### src/rtl/win_high_acc.sv
module win_high_acc #(
  parameter int ACC_W = 32,
  parameter int WIN_W = 32
) (
  input  logic             clk,
  input  logic             rst,
  input  logic             arm,
  input  logic             in_a,
  input  logic             in_b,
  input  logic             sub_mode,
  input  logic             win_wr,
  input  logic [WIN_W-1:0] win_data,
  input  logic             rd_stb,
  output logic [ACC_W-1:0] result,
  output logic             done_pulse,
  output logic             ready
);
  localparam logic [ACC_W-1:0] ACC_MAX = {ACC_W{1'b1}};

  logic [WIN_W-1:0] win_len, win_pend, tmr;
  logic [ACC_W-1:0] acc, nxt;

  wire periodic = win_len != '0;
  wire expiry   = periodic && (tmr == win_len - 1'b1);
  wire up       = in_a && !(sub_mode && in_b);
  wire dn       = sub_mode && in_b && !in_a;
  wire start    = !periodic && win_wr && (win_data != '0);
  wire [WIN_W-1:0] pend_eff = win_wr ? win_data : win_pend;

  always_comb begin
    if (!arm)                        nxt = '0;
    else if (up && acc != ACC_MAX)   nxt = acc + 1'b1;
    else if (dn && acc != '0)        nxt = acc - 1'b1;
    else                             nxt = acc;
  end

  always_ff @(posedge clk) begin
    if (rst) begin
      win_len    <= '0;
      win_pend   <= '0;
      tmr        <= '0;
      acc        <= '0;
      result     <= '0;
      done_pulse <= 1'b0;
      ready      <= 1'b0;
    end else begin
      win_pend   <= pend_eff;
      done_pulse <= expiry;
      if (expiry)      ready <= 1'b1;
      else if (rd_stb) ready <= 1'b0;
      if (!periodic) begin
        result <= nxt;
        if (start) begin
          win_len <= win_data;
          tmr     <= '0;
          acc     <= '0;
        end else begin
          acc <= nxt;
        end
      end else if (expiry) begin
        result  <= nxt;
        acc     <= '0;
        tmr     <= '0;
        win_len <= pend_eff;
      end else begin
        acc <= nxt;
        tmr <= tmr + 1'b1;
      end
    end
  end


  boundary_chk: assert property (@(posedge clk) disable iff (rst)
    expiry |=> (done_pulse && acc == '0));

  ready_set_chk: assert property (@(posedge clk) disable iff (rst)
    done_pulse |-> ready);

  ready_clr_chk: assert property (@(posedge clk) disable iff (rst)
    (rd_stb && !expiry) |=> !ready);

  disarm_clear_chk: assert property (@(posedge clk) disable iff (rst)
    !arm |=> (acc == '0));

  len_hold_chk: assert property (@(posedge clk) disable iff (rst)
    (periodic && !expiry) |=> (win_len == $past(win_len)));

  no_boundary_chk: assert property (@(posedge clk) disable iff (rst)
    !periodic |=> !done_pulse);

  no_overflow_chk: assert property (@(posedge clk) disable iff (rst)
    (acc == ACC_MAX && arm && up && !start) |=> (acc == ACC_MAX || done_pulse));

  no_underflow_chk: assert property (@(posedge clk) disable iff (rst)
    (acc == '0 && arm && dn && !expiry && !start) |=> (acc == '0));
endmodule

### config.mk
export PLATFORM = sky130hd
export DESIGN_NAME = win_high_acc
export DESIGN_NICKNAME = d
export VERILOG_FILES = /design/src/rtl/win_high_acc.sv
export SDC_FILE = /design/constraint.sdc
export NUM_CORES = 1
export LEC_CHECK = 0
export ABC_AREA = 1
export BUFFER_PORTS_ARGS = -buffer_cell sky130_fd_sc_hd__buf_4
export CAP_MARGIN = 25
export CORE_UTILIZATION = 40
export CTS_BUF_LIST = sky130_fd_sc_hd__clkbuf_2
export DETAILED_ROUTE_END_ITERATION = 10
export GPL_TIMING_DRIVEN = 0
export PLACE_DENSITY_LB_ADDON = 0.1
export SYNTH_ARGS = -nofsm -noshare
export SYNTH_HDL_FRONTEND = slang
export SYNTH_SLANG_ARGS = --single-unit
### constraint.sdc
create_clock -name clk -period 2.6 [get_ports clk]
set_input_delay 0.52 -clock clk [delete_from_list [all_inputs] [get_ports clk]]
set_output_delay 0.52 -clock clk [all_outputs]
set_load 0.02 [all_outputs]
==> results.py <==
metrics = {
    "cells_and_area": {
        "count_of_filler_cells_inserted_in_the_layout": 3007,
        "post_route_cells_drive_above_1_share_pct": 17.8,
        "num-nets-final": 2031,
        "post_layout_nonfiller_instances": 2372,
        "area_growth_pct": 22.0,
    },
    "floorplanning": {
        "floorplan.io_pins": 74,
        "chipHeight_microns": 169,
        "coreArea_sq_um": 27200,
        "die_w_microns": 169,
        "die_area_sq_um": 28500,
        "floorplan.rows": 60,
        "initial_core_util_pct": 41.0,
    },
    "clock_tree": {
        "cts-root-to-sink-buffers": 2,
        "numCtsBuffers": 17,
        "cts_tree": "done",
        "htreeDepth": 4,
        "clkTransAtPathRegs_ps": 310,
        "cts.root.buffer_cell": "clkbuf_2",
        "tritoncts_num_sinks": 162,
        "clock_latency_ps": 850,
    },
    "synth": {
        "synth_cell_types": 40,
        "most_common_flop_cell_mapped_by_yosys": "dfxtp_1",
        "yosys_warnings": 0,
        "yosysSeqAreaShare_pct": 29.1,
        "cell_area_synth_sq_um": 11100,
        "postSynthCellCount": 1853,
        "async_flop_share_pct": 0,
        "synth_fp_nets": 1899,
        "synth-edff-count": 0,
        "postSynthRegisterBits": 162,
        "postSynthAreaPerCell_sq_um": 6.02,
    },
    "worst_hold_path": {
        "timing.hold.worst.class": "in -> reg",
    },
    "detailed_routing": {
        "detailedRoute.firstIterationViolations": 1138,
        "via_count_of_the_routed_design": 12100,
        "routed_wire_length_per_instance_microns": 16.7,
        "residual_drc_count": 0,
        "detail_route.wirelength_microns": 39500,
        "final_antenna_net_count": 0,
        "via_to_cell_ratio": 5.12,
        "firstDrtPassIters": 5,
    },
    "global_routing": {
        "grt_antenna_before_repair": 2,
        "grt_remaining_overflow": 0,
        "grt_max_degree": 19,
        "track_usage_pct": 27.8,
        "first_pass_grt_wire_length_microns": 61300,
        "grt_pass1_vias": 11000,
    },
    "worst_setup_path": {
        "worstPathArrival_ps": 3280,
        "criticalPathCategory": "reg -> reg",
        "timing.critical_path.max_delay_family": "simple AND/OR/NAND/NOR gates",
        "cpMaxStageDelayCell": "dfxtp_4",
        "timing.critical_path.slowest_cell_delay_ps": 430,
        "end_kind": "flop",
        "critical-path-top-cell-by-count": "nand2_8",
        "path_max_fanout": 10,
        "critPathLaunchType": "flop",
        "critical_path.n_buffers_inverters": 2,
        "ordered_list_of_cells_on_the_worst_path": "nor2_1 > nand2_2 > nor2_8 > buf_4 > nand3b_1 > nand2_1 > nand3_1 > a21oi_1 > nand2_1 > nor2_2 > nand3_4 > nand2_8 > nand2_8 > nand2_8 > buf_8 > nor2_1",
        "worst-endpoint-required_ps": 3310,
    },
    "placed_design": {
        "preCtsSetupSlack_ps": -720,
        "routabilityCongestion": 0.972,
        "dp_cells": 2295,
        "numPortBuffers": 70,
        "dp_hpwl_microns": 30900,
    },
    "sta": {
        "worst_slew_pin_slew_ps": 850,
        "finalSetupTns_ps": 0,
        "finalSetupViolCount": 0,
        "rsz0062_at_grt": "true",
        "final_min_period_over_clock_period_pct": 99.0,
        "report.final.hold_viol_count": 0,
        "final_max_slew_viols": 0,
        "finalClockSkew_ps": 93.6,
        "fmaxAchievable_mhz": 389,
        "slew_headroom_pct": 43.3,
        "final_period_minus_worst_setup_slack_ps": 2570,
        "postLayoutSetupSlackWorst_ps": 26.3,
    },
    "run_status": {
        "result_of_the_run": "finished clean",
    },
    "job": {
        "cap_violations": 0,
    },
}
-- metal layers --
metal | global-route usage, % | vias to the layer above | wire length (microns)
met3 | 4.63 | 31 | 2740
met4 | 6.21 | 0 | 482
li1 | - | 6160 | -
met5 | 0 | - | 0
met2 | 38.8 | 409 | 15800
met1 | 43.6 | 5536 | 20500
-- worst reg2reg max path, stage by stage, from the launching register on --
cell and delay, ps:
dfxtp_4 430, nor2_1 120, nand2_2 170, nor2_8 210
buf_4 170, nand3b_1 80, nand2_1 90, nand3_1 100
a21oi_1 140, nand2_1 90, nor2_2 150, nand3_4 150
nand2_8 130, nand2_8 120, nand2_8 160, buf_8 150
nor2_1 50
-- layout make-up --
type | instances | area, sq um | share of cell area [%]
well taps | 372 | 465 | 3.42
clock buffers | 18 | 90.1 | 0.662
repair buffers | 118 | 998 | 7.34
inverters | 181 | 684 | 5.03
clock inverters | 14 | 158 | 1.16
flip-flops and latches | 162 | 3320 | 24.4
plain buffers | 82 | 526 | 3.86
multi-input cells | 1423 | 7360 | 54.1
diodes | 2 | 5.00 | 0.0368
-- worst paths after layout --
check                    from  depth (start not counted)  slack (ps)           to
setup / recovery   win_len[2]                         16          30      acc[24]
hold / removal    win_data[2]                          5          50  win_pend[2]
setup reg to reg   win_len[2]                         16          30      acc[24]
hold reg to reg         ready                          2         480        ready
-- cells by family (layout without fill, tap and decap cells) --
logic type,count (synthesis),in the layout,share of synthesized area [%]
AND/OR/NAND/NOR,1144,1144,44.3
buffers and inverters,268,413,9.84
AO/OA/AOI/OAI,178,178,8.12
flip-flops,162,162,29.1
XOR/XNOR,87,87,7.20
multiplexers,8,8,0.718
adder cells (fa/ha/maj),6,6,0.673
other,0,2,0
-- through the flow --
stage,area [sq um],hold slack [ps],util [%]
after floorplan,11100,451,-
after global placement,12100,456,44.7
after detailed placement,12100,459,44.7
after CTS,12900,3.85,47.4
after global routing,13600,26.1,50.1
final,13600,50.2,50.1
-- cells in the mapped netlist, types with 3 or more instances --
cell      number  share of area [%]
nand2_1      466                 16
nor2_1       364                 12
inv_1        175                5.9
dfxtp_1      162                 29
nand3_1      139                6.2
o21ai_0       88                4.0
xor2_1        62                4.9
clkbuf_1      53                1.8
a21oi_1       47                2.1
nor3_1        47                2.1
nand4_1       38                2.1
o21ai_1       37                1.7
nand3b_1      27                1.8
xnor2_1       22                1.7
buf_2         21               0.94
and2_1        18                1.0
nor4_1        15               0.84
nor2_2         9               0.50
buf_6          8               0.81
mux2i_1        8               0.72
nand2_2        8               0.45
ha_1           6               0.67
inv_2          4               0.13
buf_1          3               0.10
xnor3_1        3               0.61
-- state kept, by name, indices dropped and copies added, names as in the netlist --
signal and cells:
done_pulse 1, result 32, tmr 32, win_len 32, win_pend 32, ready 1
acc 32
-- placed cells by master (no fill, tap or decap), types with 22 or more instances in the layout --
master / Yosys / routed
clkbuf_2: 1 / 30
o21ai_1: 37 / 37
nor3_1: 47 / 38
a21oi_1: 47 / 47
clkbuf_1: 53 / 35
xor2_1: 62 / 62
dfxtp_1: 162 / 128
o21ai_0: 88 / 85
nor2_4: 2 / 26
nor2_1: 364 / 288
xnor2_1: 22 / 22
nand3_1: 139 / 138
nor2_2: 9 / 61
buf_4: 1 / 101
nand3b_1: 27 / 27
inv_1: 175 / 171
nand2_1: 466 / 451
nand4_1: 38 / 38
-- repair_timing --
| item | CTS | global route |
|---|---|---|
| cloned | 0 | 4 |
| setup buffers | 13 | 14 |
| resized for setup | 76 | 198 |
| endpoints found under the hold margin | 17 | 0 |
| pin swaps | 9 | 11 |
| hold buffers | 17 | 0 |
| setup endpoints to repair | 127 | 128 |
Power is left out: the tool's default activity adds up to more than one toggle a clock period on the data nets, which glitch-free logic cannot reach.
